--- config.mk ---
export PLATFORM = sky130hd
export DESIGN_NAME = stack_engine
export DESIGN_NICKNAME = d
export VERILOG_FILES = /design/src/rtl/stk_pkg.sv /design/src/rtl/stk_ctrl.sv /design/src/rtl/stk_data.sv /design/src/rtl/stk_bus.sv /design/src/rtl/stack_engine.sv
export SDC_FILE = /design/constraint.sdc
export NUM_CORES = 1
export LEC_CHECK = 0
export ABC_AREA = 1
export ABC_CLOCK_PERIOD_IN_PS = 4400
export CORE_MARGIN = 2
export CORE_UTILIZATION = 55
export DETAILED_ROUTE_END_ITERATION = 8
export MAX_ROUTING_LAYER = met4
export PLACE_DENSITY = 0.87
export SLEW_MARGIN = 20
export SYNTH_ARGS = -nofsm -noshare
export SYNTH_HDL_FRONTEND = slang
export SYNTH_SLANG_ARGS = --single-unit
--- constraint.sdc ---
create_clock -name clk -period 4.4 [get_ports clk]
set_input_delay 1.32 -clock clk [delete_from_list [all_inputs] [get_ports clk]]
set_output_delay 1.32 -clock clk [all_outputs]
set_load 0.01 [all_outputs]
--- src/rtl/stk_pkg.sv ---
package stk_pkg;
  localparam int SP_W      = 16;
  localparam int SEG_SHIFT = 4;
  localparam int PA_W      = SP_W + SEG_SHIFT;
  localparam int BYTE_W    = 8;
  localparam int WORD_W    = 2 * BYTE_W;

  typedef enum logic [2:0] {
    ST_IDLE,
    ST_PUSH_HI,
    ST_PUSH_LO,
    ST_POP_LO,
    ST_POP_HI
  } stk_state_e;

  // Byte address of a stack offset inside a segment.
  function automatic logic [PA_W-1:0] phys_addr(input logic [SP_W-1:0] seg,
                                                input logic [SP_W-1:0] off);
    return {seg, {SEG_SHIFT{1'b0}}} + {{SEG_SHIFT{1'b0}}, off};
  endfunction

  // Pointer moved by a signed step, wrapping within the segment.
  function automatic logic [SP_W-1:0] sp_move(input logic [SP_W-1:0] sp_in,
                                              input int step);
    return sp_in + SP_W'(step);
  endfunction
endpackage

--- src/rtl/stk_ctrl.sv ---
module stk_ctrl
  import stk_pkg::*;
(
  input  logic       clk,
  input  logic       rst_n,
  input  logic       push_req,
  input  logic       pop_req,
  output stk_state_e state,
  output logic       ev_accept_push,
  output logic       ev_accept_pop,
  output logic       ev_finish
);
  stk_state_e nxt;

  assign ev_accept_push = (state == ST_IDLE) && push_req;
  assign ev_accept_pop  = (state == ST_IDLE) && !push_req && pop_req;
  assign ev_finish      = (state == ST_PUSH_LO) || (state == ST_POP_HI);

  always_comb begin
    nxt = state;
    case (state)
      ST_IDLE: begin
        if (ev_accept_push)     nxt = ST_PUSH_HI;
        else if (ev_accept_pop) nxt = ST_POP_LO;
      end
      ST_PUSH_HI: nxt = ST_PUSH_LO;
      ST_PUSH_LO: nxt = ST_IDLE;
      ST_POP_LO:  nxt = ST_POP_HI;
      ST_POP_HI:  nxt = ST_IDLE;
      default:    nxt = ST_IDLE;
    endcase
  end

  always_ff @(posedge clk or negedge rst_n) begin
    if (!rst_n) state <= ST_IDLE;
    else        state <= nxt;
  end

  // high-byte cycle is always followed by the low-byte cycle
  a_r3_push_order: assert property (@(posedge clk) disable iff (!rst_n)
    state == ST_PUSH_HI |=> state == ST_PUSH_LO);
  // low-byte read is always followed by the high-byte read
  a_r5_pop_order: assert property (@(posedge clk) disable iff (!rst_n)
    state == ST_POP_LO |=> state == ST_POP_HI);
  // simultaneous requests start a push
  a_r8_push_wins: assert property (@(posedge clk) disable iff (!rst_n)
    (state == ST_IDLE && push_req && pop_req) |=> state == ST_PUSH_HI);
  // a finishing operation returns to idle whatever the requests
  a_r7_finish_idle: assert property (@(posedge clk) disable iff (!rst_n)
    ev_finish |=> state == ST_IDLE);
endmodule

--- src/rtl/stk_data.sv ---
module stk_data
  import stk_pkg::*;
#(
  parameter logic [SP_W-1:0] SP_RESET = 16'h0001
) (
  input  logic              clk,
  input  logic              rst_n,
  input  stk_state_e        state,
  input  logic              ev_accept_push,
  input  logic              ev_accept_pop,
  input  logic              ev_finish,
  input  logic [WORD_W-1:0] push_data,
  input  logic [SP_W-1:0]   stack_seg,
  input  logic [BYTE_W-1:0] mem_rdata,
  output logic [WORD_W-1:0] word_q,
  output logic [SP_W-1:0]   seg_q,
  output logic [SP_W-1:0]   sp_q,
  output logic [WORD_W-1:0] pop_q,
  output logic              done_q
);
  logic [BYTE_W-1:0] lo_q;

  always_ff @(posedge clk or negedge rst_n) begin
    if (!rst_n) begin
      word_q <= '0;
      seg_q  <= '0;
      sp_q   <= SP_RESET;
      pop_q  <= '0;
      lo_q   <= '0;
      done_q <= 1'b0;
    end else begin
      done_q <= ev_finish;
      if (ev_accept_push) word_q <= push_data;
      if (ev_accept_push || ev_accept_pop) seg_q <= stack_seg;
      if (state == ST_POP_LO) lo_q <= mem_rdata;
      if (state == ST_PUSH_LO) sp_q <= sp_move(sp_q, -2);
      if (state == ST_POP_HI) begin
        sp_q  <= sp_move(sp_q, 2);
        pop_q <= {mem_rdata, lo_q};
      end
    end
  end

  // push completion lowers the pointer by two
  a_r4_sp_down: assert property (@(posedge clk) disable iff (!rst_n)
    state == ST_PUSH_LO |=> sp_q == $past(sp_q) - 16'd2);
  // pop completion raises the pointer by two
  a_r6_sp_up: assert property (@(posedge clk) disable iff (!rst_n)
    state == ST_POP_HI |=> sp_q == $past(sp_q) + 16'd2);
  // pointer holds outside completion cycles
  a_r7_sp_hold: assert property (@(posedge clk) disable iff (!rst_n)
    !ev_finish |=> $stable(sp_q));
  // done lasts one cycle
  a_r4_done_single: assert property (@(posedge clk) disable iff (!rst_n)
    done_q |=> !done_q);
endmodule

--- src/rtl/stk_bus.sv ---
module stk_bus
  import stk_pkg::*;
(
  input  logic              clk,
  input  logic              rst_n,
  input  stk_state_e        state,
  input  logic [SP_W-1:0]   seg_q,
  input  logic [SP_W-1:0]   sp_q,
  input  logic [WORD_W-1:0] word_q,
  output logic [PA_W-1:0]   mem_addr,
  output logic              mem_we,
  output logic [BYTE_W-1:0] mem_wdata,
  output logic              mem_rd
);
  logic [SP_W-1:0] off;

  always_comb begin
    off       = sp_q;
    mem_we    = 1'b0;
    mem_rd    = 1'b0;
    mem_wdata = word_q[BYTE_W-1:0];
    case (state)
      ST_PUSH_HI: begin
        off       = sp_move(sp_q, -1);
        mem_we    = 1'b1;
        mem_wdata = word_q[WORD_W-1:BYTE_W];
      end
      ST_PUSH_LO: begin
        off    = sp_move(sp_q, -2);
        mem_we = 1'b1;
      end
      ST_POP_LO: mem_rd = 1'b1;
      ST_POP_HI: begin
        off    = sp_move(sp_q, 1);
        mem_rd = 1'b1;
      end
      default: ;
    endcase
  end

  assign mem_addr = phys_addr(seg_q, off);

  // read and write strobes never overlap
  a_r10_no_rw_overlap: assert property (@(posedge clk) disable iff (!rst_n)
    !(mem_we && mem_rd));
  // idle means no memory traffic
  a_r10_idle_quiet: assert property (@(posedge clk) disable iff (!rst_n)
    state == ST_IDLE |-> !mem_we && !mem_rd);
  // low byte lands one address below the high byte (away from wrap)
  a_r3_lo_below_hi: assert property (@(posedge clk) disable iff (!rst_n)
    (state == ST_PUSH_LO && sp_q != 16'h0001 && seg_q[SP_W-1 -: SEG_SHIFT] != '1)
      |-> mem_addr == $past(mem_addr) - 20'd1);
endmodule

--- src/rtl/stack_engine.sv ---
module stack_engine
  import stk_pkg::*;
#(
  parameter logic [15:0] SP_RESET = 16'h0001
) (
  input  logic        clk,
  input  logic        rst_n,
  input  logic        push_req,
  input  logic        pop_req,
  input  logic [15:0] push_data,
  input  logic [15:0] stack_seg,
  output logic [19:0] mem_addr,
  output logic        mem_we,
  output logic [7:0]  mem_wdata,
  output logic        mem_rd,
  input  logic [7:0]  mem_rdata,
  output logic [15:0] pop_data,
  output logic [15:0] sp,
  output logic        done
);
  stk_state_e        state;
  logic              ev_accept_push;
  logic              ev_accept_pop;
  logic              ev_finish;
  logic [WORD_W-1:0] word_q;
  logic [SP_W-1:0]   seg_q;

  stk_ctrl u_ctrl (
    .clk            (clk),
    .rst_n          (rst_n),
    .push_req       (push_req),
    .pop_req        (pop_req),
    .state          (state),
    .ev_accept_push (ev_accept_push),
    .ev_accept_pop  (ev_accept_pop),
    .ev_finish      (ev_finish)
  );

  stk_data #(.SP_RESET(SP_RESET)) u_data (
    .clk            (clk),
    .rst_n          (rst_n),
    .state          (state),
    .ev_accept_push (ev_accept_push),
    .ev_accept_pop  (ev_accept_pop),
    .ev_finish      (ev_finish),
    .push_data      (push_data),
    .stack_seg      (stack_seg),
    .mem_rdata      (mem_rdata),
    .word_q         (word_q),
    .seg_q          (seg_q),
    .sp_q           (sp),
    .pop_q          (pop_data),
    .done_q         (done)
  );

  stk_bus u_bus (
    .clk       (clk),
    .rst_n     (rst_n),
    .state     (state),
    .seg_q     (seg_q),
    .sp_q      (sp),
    .word_q    (word_q),
    .mem_addr  (mem_addr),
    .mem_we    (mem_we),
    .mem_wdata (mem_wdata),
    .mem_rd    (mem_rd)
  );

  // segment captured at acceptance stays fixed during the operation
  a_r7_seg_held: assert property (@(posedge clk) disable iff (!rst_n)
    (state != ST_IDLE && !ev_finish) |=> $stable(seg_q));
  // done follows exactly the completion cycles
  a_r4_done_after_finish: assert property (@(posedge clk) disable iff (!rst_n)
    ev_finish |=> done);
endmodule

## Word-level counts from Yosys, hierarchy flattened

Cells that the tools add are included.

- Equality and inequality tests: 5
- Reduce and logical (&&, ||, !) cells: 10
- Add/subtract/negate cells: 5
- Multiplexer cells: 9

Operator list:

| kind | number |
|---|---|
| $pmux W16 S3 | 1 |
| $add A16 B16 Y16 const B | 2 |
| $mux W16 | 2 |
| $add A20 B16 Y20 | 1 |
| $add A16 B1 Y16 const B | 1 |
| $add A16 B2 Y16 const B | 1 |
| $pmux W3 S3 | 1 |
| $mux W8 | 1 |
| $eq A3 B2 Y1 const B | 2 |
| $mux W3 | 2 |
| $reduce_or A2 Y1 | 2 |
| $eq A3 B1 Y1 const B | 1 |
| $eq A3 B3 Y1 const B | 1 |
| $logic_and A1 B1 Y1 | 3 |
| $logic_not A3 Y1 | 1 |
| $ne A3 B1 Y1 const B | 1 |
| $logic_or A1 B1 Y1 | 2 |
| $mux W1 | 2 |
| $reduce_bool A2 Y1 | 1 |
| $logic_not A1 Y1 | 1 |

- Register bits: 76
- Input port bits: 44
- Output and inout bits: 63
- Logic and storage cells: 36

## Logic depth before layout (Yosys ltp)

- Word-level depth: 6
- Gate-level depth with buffers: 17
- Gate-level depth less buffers: 17

## Modules after synthesis

A second synthesis with hierarchy kept.

- Cells, all modules: 803
- Area total of the unflattened synthesis: 6017.0 sq um

By module, submodules not included:

| module | sequential area each (sq um) | cells each | area each (sq um) | times used |
|---|---|---|---|---|
| stk_data | 1801.7 | 387 | 3577.2 | 1 |
| stk_bus | 0.0 | 397 | 2290.9 | 1 |
| stk_ctrl | 75.1 | 19 | 148.9 | 1 |

## Worst setup path before layout

No wires, ideal clock.

- Kind: reg2out
- From: register u_data.sp_q[1]
- To: output mem_addr[12]
- Buffers on the path: 0
- Slack: 804 ps
- Arrival: 2276 ps
- Stages on the path, launching flop included: 11
- Data required time: 3080 ps
- Cells stage by stage: dfrtp_1 -> inv_1 -> ha_1 -> nand3_2 -> xor2_1 -> o211ai_1 -> fa_1 -> nand3_1 -> nand3_1 -> a21oi_1 -> xnor2_1

- Word-level cells in the longest chain between the ends: 3
- Elaborated cells on any way between the ends: 5
- Classes of those cells: 4 x add/sub; 1 x mux

Ends and longest elaborated chain:

| what | line | RTL |
|---|---|---|
| from (decl) | stk_data.sv:17 | `output logic [SP_W-1:0] sp_q,` |
| from (signal assigned) | stk_data.sv:36 | `if (state == ST_PUSH_LO) sp_q <= sp_move(sp_q, -2);` |
| from (signal assigned) | stk_data.sv:38 | `sp_q <= sp_move(sp_q, 2);` |
| $add A16 B1 Y16 / $add A16 B16 Y16 (equally long branches) | stk_pkg.sv:25 | `return sp_in + SP_W'(step);` |
| $pmux W16 S3 (*) | stk_bus.sv:22 | `case (state)` |
| $add A20 B16 Y20 (*) | stk_pkg.sv:19 | `return {seg, {SEG_SHIFT{1'b0}}} + {{SEG_SHIFT{1'b0}}, off};` |
| to (decl) | stack_engine.sv:12 | `output logic [19:0] mem_addr,` |

Every way passes the cells marked *; elsewhere a longest branch is shown, timed or not.

## Worst setup path after layout

- From: register u_data.sp_q[4]
- To: output mem_addr[18]

The elaborated chain is that of the path after synthesis.

==> run_summary.xml <==
<?xml version="1.0" encoding="UTF-8"?>
<metrics>
  <group name="timing">
    <metric name="drv_slew" unit="">0</metric>
    <metric name="final_period_minus_worst_setup_slack" unit="ns">4.40</metric>
    <metric name="final.setup_skew" unit="ns">0.0140</metric>
    <metric name="tightest_pin_transition" unit="ns">0.926</metric>
    <metric name="hold_viol" unit="">0</metric>
    <metric name="hold-worst-slack" unit="ns">0.495</metric>
    <metric name="setup_ws" unit="ns">-0.00130</metric>
    <metric name="grt_setup_unrepaired" unit="">yes</metric>
    <metric name="setup_viol_count_final" unit="">1</metric>
    <metric name="timing.final.crit_share" unit="%">100</metric>
    <metric name="timing.fmax" unit="MHz">227</metric>
    <metric name="timing.max_slew.rel_slack" unit="%">38.3</metric>
  </group>
  <group name="power_and_ir_drop">
    <metric name="ir_drop" unit="uV">499</metric>
    <metric name="power_leakage" unit="nW">3.21</metric>
    <metric name="total_power" unit="mW">5.52</metric>
    <metric name="power-per-cell-area" unit="nW/um^2">868</metric>
  </group>
  <group name="global_route">
    <metric name="antenna_violations_before_repair" unit="">0</metric>
    <metric name="grt_overflow_total" unit="">0</metric>
    <metric name="first_global_vias" unit="">4647</metric>
    <metric name="grt_first_pass_wirelength" unit="mm">21.0</metric>
    <metric name="groute.usage.overall" unit="%">30.0</metric>
    <metric name="largest_net_degree_at_the_start_of_global_routing" unit="">76</metric>
  </group>
  <group name="placement">
    <metric name="placed_area" unit="um^2">5730</metric>
    <metric name="routabilityCongestion" unit="">1.01</metric>
    <metric name="number_of_i_o_port_buffers" unit="">105</metric>
    <metric name="detailedPlacementHpwl" unit="mm">8.61</metric>
  </group>
  <group name="synthesis">
    <metric name="synth_warnings" unit="">0</metric>
    <metric name="area_share_of_and_or_nand_nor_cells_after_synthesis" unit="%">33.2</metric>
    <metric name="synthCells" unit="">648</metric>
    <metric name="post_synth_xor_xnor_area" unit="%">2.83</metric>
    <metric name="postSynthAreaPerCell" unit="um^2">7.16</metric>
    <metric name="synthesis.area" unit="um^2">4640</metric>
    <metric name="synth_cell_type_count" unit="">35</metric>
    <metric name="combinational_family_with_the_most_area_after_synthesis" unit="">simple AND/OR/NAND/NOR gates</metric>
    <metric name="synth_sequential_area_ratio" unit="%">40.5</metric>
    <metric name="synth.ff_latch_count" unit="">75</metric>
    <metric name="synth_fa_ha_area_share" unit="%">4.21</metric>
    <metric name="synth-compound-area-share" unit="%">7.77</metric>
    <metric name="post_synth_mux_area_share" unit="%">2.27</metric>
    <metric name="postSynthNetCount" unit="">707</metric>
  </group>
  <group name="hold_path">
    <metric name="hold_path.startpoint" unit="">u_data.pop_q[13]</metric>
    <metric name="hold_path.class" unit="">flip-flop to flip-flop</metric>
  </group>
  <group name="clock_network">
    <metric name="cts.sink_count" unit="">75</metric>
    <metric name="clock_tree_from_tritoncts" unit="">yes</metric>
    <metric name="cts.root.buffer_cell" unit="">sky130_fd_sc_hd__clkbuf_8</metric>
    <metric name="path_clk_slew" unit="ns">0.10</metric>
    <metric name="clkLatencyLatePin" unit="ns">0.37</metric>
    <metric name="cts_inserted_buffers" unit="">9</metric>
    <metric name="cts_htree_levels" unit="">3</metric>
    <metric name="max_buffers_root_to_sink" unit="">2</metric>
  </group>
  <group name="finish">
    <metric name="design_area" unit="um^2">6360</metric>
    <metric name="num-nets-final" unit="">822</metric>
    <metric name="n_antenna_cell" unit="">0</metric>
    <metric name="drive_gt1_share" unit="%">16.5</metric>
    <metric name="final_cell_mix" unit="">sky130_fd_sc_hd__nand2_1 (222), sky130_fd_sc_hd__clkdlybuf4s50_1 (91), sky130_fd_sc_hd__inv_1 (70), sky130_fd_sc_hd__dfrtp_1 (66), sky130_fd_sc_hd__nand3_1 (54)</metric>
    <metric name="combined_area_of_the_multi_input_logic_cells" unit="um^2">2660</metric>
    <metric name="area.sequential" unit="um^2">1890</metric>
    <metric name="area_growth_syn_to_layout" unit="%">37.1</metric>
    <metric name="filler_cell_count" unit="">532</metric>
    <metric name="layout.cells.most_common" unit="">sky130_fd_sc_hd__nand2_1</metric>
  </group>
  <group name="floorplanning">
    <metric name="die_h" unit="um">95.8</metric>
    <metric name="floorplan.io_pins" unit="">107</metric>
    <metric name="core" unit="um^2">8180</metric>
    <metric name="row_count" unit="">33</metric>
    <metric name="horizontal_die_dimension" unit="um">95.8</metric>
    <metric name="die_area" unit="um^2">9180</metric>
    <metric name="initial_core_util" unit="%">56.7</metric>
  </group>
  <group name="route">
    <metric name="post-route-drc-count" unit="">0</metric>
    <metric name="routed-via-count" unit="">4958</metric>
    <metric name="initialDrtViolationCount" unit="">420</metric>
    <metric name="routed_wirelength" unit="mm">13.6</metric>
    <metric name="antenna_violating_nets_post_route" unit="">0</metric>
    <metric name="drt-wirelength-per-cell" unit="um">15.6</metric>
    <metric name="drt_pass1_iterations" unit="">5</metric>
    <metric name="viasPerCell" unit="">5.68</metric>
  </group>
  <group name="job">
    <metric name="max_cap_viol_count" unit="">0</metric>
  </group>
  <group name="critical_path">
    <metric name="regToRegStartpoint" unit="">u_ctrl.state[0]</metric>
    <metric name="critical_path_required" unit="ns">3.08</metric>
    <metric name="worst-setup-path-type" unit="">flip-flop to output pin</metric>
    <metric name="cp_data_arrival_time" unit="ns">3.08</metric>
    <metric name="cp-start-kind" unit="">flip-flop</metric>
    <metric name="crit_path_end_kind" unit="">output pin</metric>
    <metric name="critical_path_peak_fanout" unit="">7</metric>
    <metric name="launch_point_of_the_worst_path" unit="">u_data.sp_q[4]</metric>
  </group>
  <group name="run_status">
    <metric name="run_status" unit="">finished, violations left</metric>
    <metric name="violations" unit="">setup timing</metric>
  </group>
</metrics>
## state kept, by name (all words and copies together) (netlist names)
signal / cells
u_ctrl.state: 3
u_data.done_q: 1
u_data.lo_q: 8
u_data.pop_q: 16
u_data.seg_q: 16
u_data.sp_q: 15
u_data.word_q: 16
## per-stage QoR
step / setup slack (ns) / util (%) / cells / setup TNS (ns)
final: -0.00130 / 77.8 / 873 / -0.00130
after global placement: 0.178 / 70.1 / 841 / 0
after global routing: -0.207 / 77.8 / 873 / -0.632
after CTS: -0.132 / 75.5 / 863 / -0.132
after floorplan: 0.804 / - / 648 / 0
after detailed placement: 0.0835 / 70.1 / 841 / 0
## metal layers
| metal | global-route usage (%) | share of wire [%] | vias up |
|---|---|---|---|
| met5 | - | 0 | - |
| met1 | 35.0 | 39 | 2291 |
| met2 | 49.9 | 49 | 319 |
| li1 | - | - | 2275 |
| met4 | 12.9 | 3.9 | 0 |
| met3 | 6.81 | 9.0 | 73 |
## cell families after synthesis
| group | after synthesis |
|---|---|
| AOI/OAI and AO/OA | 67 |
| other | 1 |
| muxes | 8 |
| and+or+nand+nor | 366 |
| buffers and inverters | 101 |
| DFF | 75 |
| adders and majority gates | 15 |
| xor gates and xnor gates | 15 |
## final timing paths
kind | end | slack [ns] | cells after the start
setup / recovery | mem_addr[18] | -0.001 | 16
hold / removal | u_data.pop_q[13] | 0.50 | 2
setup reg to reg | u_data.seg_q[13] | 2.44 | 6
hold reg to reg | u_data.pop_q[13] | 0.50 | 2
max in group asynchronous | u_data.sp_q[7] | 2.67 | 1
min in group asynchronous | u_data.sp_q[11] | 1.08 | 1
## worst max-delay path, cell delays in order (launching register included)
cell	delay (ns)
sky130_fd_sc_hd__dfrtp_2	0.49
sky130_fd_sc_hd__nor2_1	0.18
sky130_fd_sc_hd__nand2_1	0.15
sky130_fd_sc_hd__nor2_1	0.19
sky130_fd_sc_hd__nand3_1	0.10
sky130_fd_sc_hd__nand3_1	0.13
sky130_fd_sc_hd__nand3_2	0.14
sky130_fd_sc_hd__ha_4	0.33
sky130_fd_sc_hd__nand2_1	0.11
sky130_fd_sc_hd__inv_1	0.10
sky130_fd_sc_hd__nand2_1	0.08
sky130_fd_sc_hd__nor3_1	0.18
sky130_fd_sc_hd__nand2_1	0.11
sky130_fd_sc_hd__nand2_1	0.08
sky130_fd_sc_hd__nand2_1	0.04
sky130_fd_sc_hd__nand2_1	0.05
sky130_fd_sc_hd__dlygate4sd2_1	0.26
## report_power, final
| part | internal (mW) | switching [mW] | total [mW] |
|---|---|---|---|
| sequential | 1.02 | 0.318 | 1.34 |
| clock | 0.220 | 0.319 | 0.538 |
| combinational | 1.67 | 1.97 | 3.64 |
| total | 2.91 | 2.61 | 5.52 |
## Yosys cell counts
cell type	number	area share, %
sky130_fd_sc_hd__a21oi_1	20	2.2
sky130_fd_sc_hd__and2_1	1	0.13
sky130_fd_sc_hd__buf_2	14	1.5
sky130_fd_sc_hd__buf_4	5	0.81
sky130_fd_sc_hd__buf_6	1	0.24
sky130_fd_sc_hd__clkbuf_1	2	0.16
sky130_fd_sc_hd__clkbuf_2	1	0.11
sky130_fd_sc_hd__clkinv_1	1	0.081
sky130_fd_sc_hd__conb_1	1	0.081
sky130_fd_sc_hd__dfrtp_1	75	40
sky130_fd_sc_hd__fa_1	1	0.43
sky130_fd_sc_hd__ha_1	14	3.8
sky130_fd_sc_hd__inv_1	73	5.9
sky130_fd_sc_hd__inv_2	4	0.32
sky130_fd_sc_hd__mux2_2	4	0.97
sky130_fd_sc_hd__mux2_4	4	1.3
sky130_fd_sc_hd__nand2_1	228	18
sky130_fd_sc_hd__nand2_2	3	0.40
sky130_fd_sc_hd__nand2_4	1	0.24
sky130_fd_sc_hd__nand3_1	64	6.9
sky130_fd_sc_hd__nand3_2	2	0.43
sky130_fd_sc_hd__nand3b_1	1	0.16
sky130_fd_sc_hd__nand4_1	6	0.81
sky130_fd_sc_hd__nor2_1	49	4.0
sky130_fd_sc_hd__nor2_2	5	0.67
sky130_fd_sc_hd__nor2_4	2	0.49
sky130_fd_sc_hd__nor3_1	2	0.22
sky130_fd_sc_hd__nor3_2	1	0.22
sky130_fd_sc_hd__o211ai_1	4	0.65
sky130_fd_sc_hd__o21ai_0	36	3.9
sky130_fd_sc_hd__o21ai_1	3	0.32
sky130_fd_sc_hd__o221ai_1	4	0.76
sky130_fd_sc_hd__or2_2	1	0.13
sky130_fd_sc_hd__xnor2_1	3	0.57
sky130_fd_sc_hd__xor2_1	12	2.3
## layout make-up
| type | instances | share of cell area, % |
|---|---|---|
| Timing Repair Buffer | 127 | 18.8 |
| Sequential cell | 75 | 29.7 |
| Tap cell | 105 | 2.07 |
| Clock inverter | 7 | 1.08 |
| Clock buffer | 9 | 1.95 |
| Inverter | 78 | 4.62 |
| Multi-Input combinational cell | 472 | 41.8 |
## repair_timing
item	in CTS	in global routing
endpoints found under the hold margin	0	0
hold buffers	0	0
setup buffers	6	10
setup endpoints to repair	13	12
pin swaps	5	10
gates resized for setup	55	37
No activity file was read; power rests on OpenSTA's default activity.
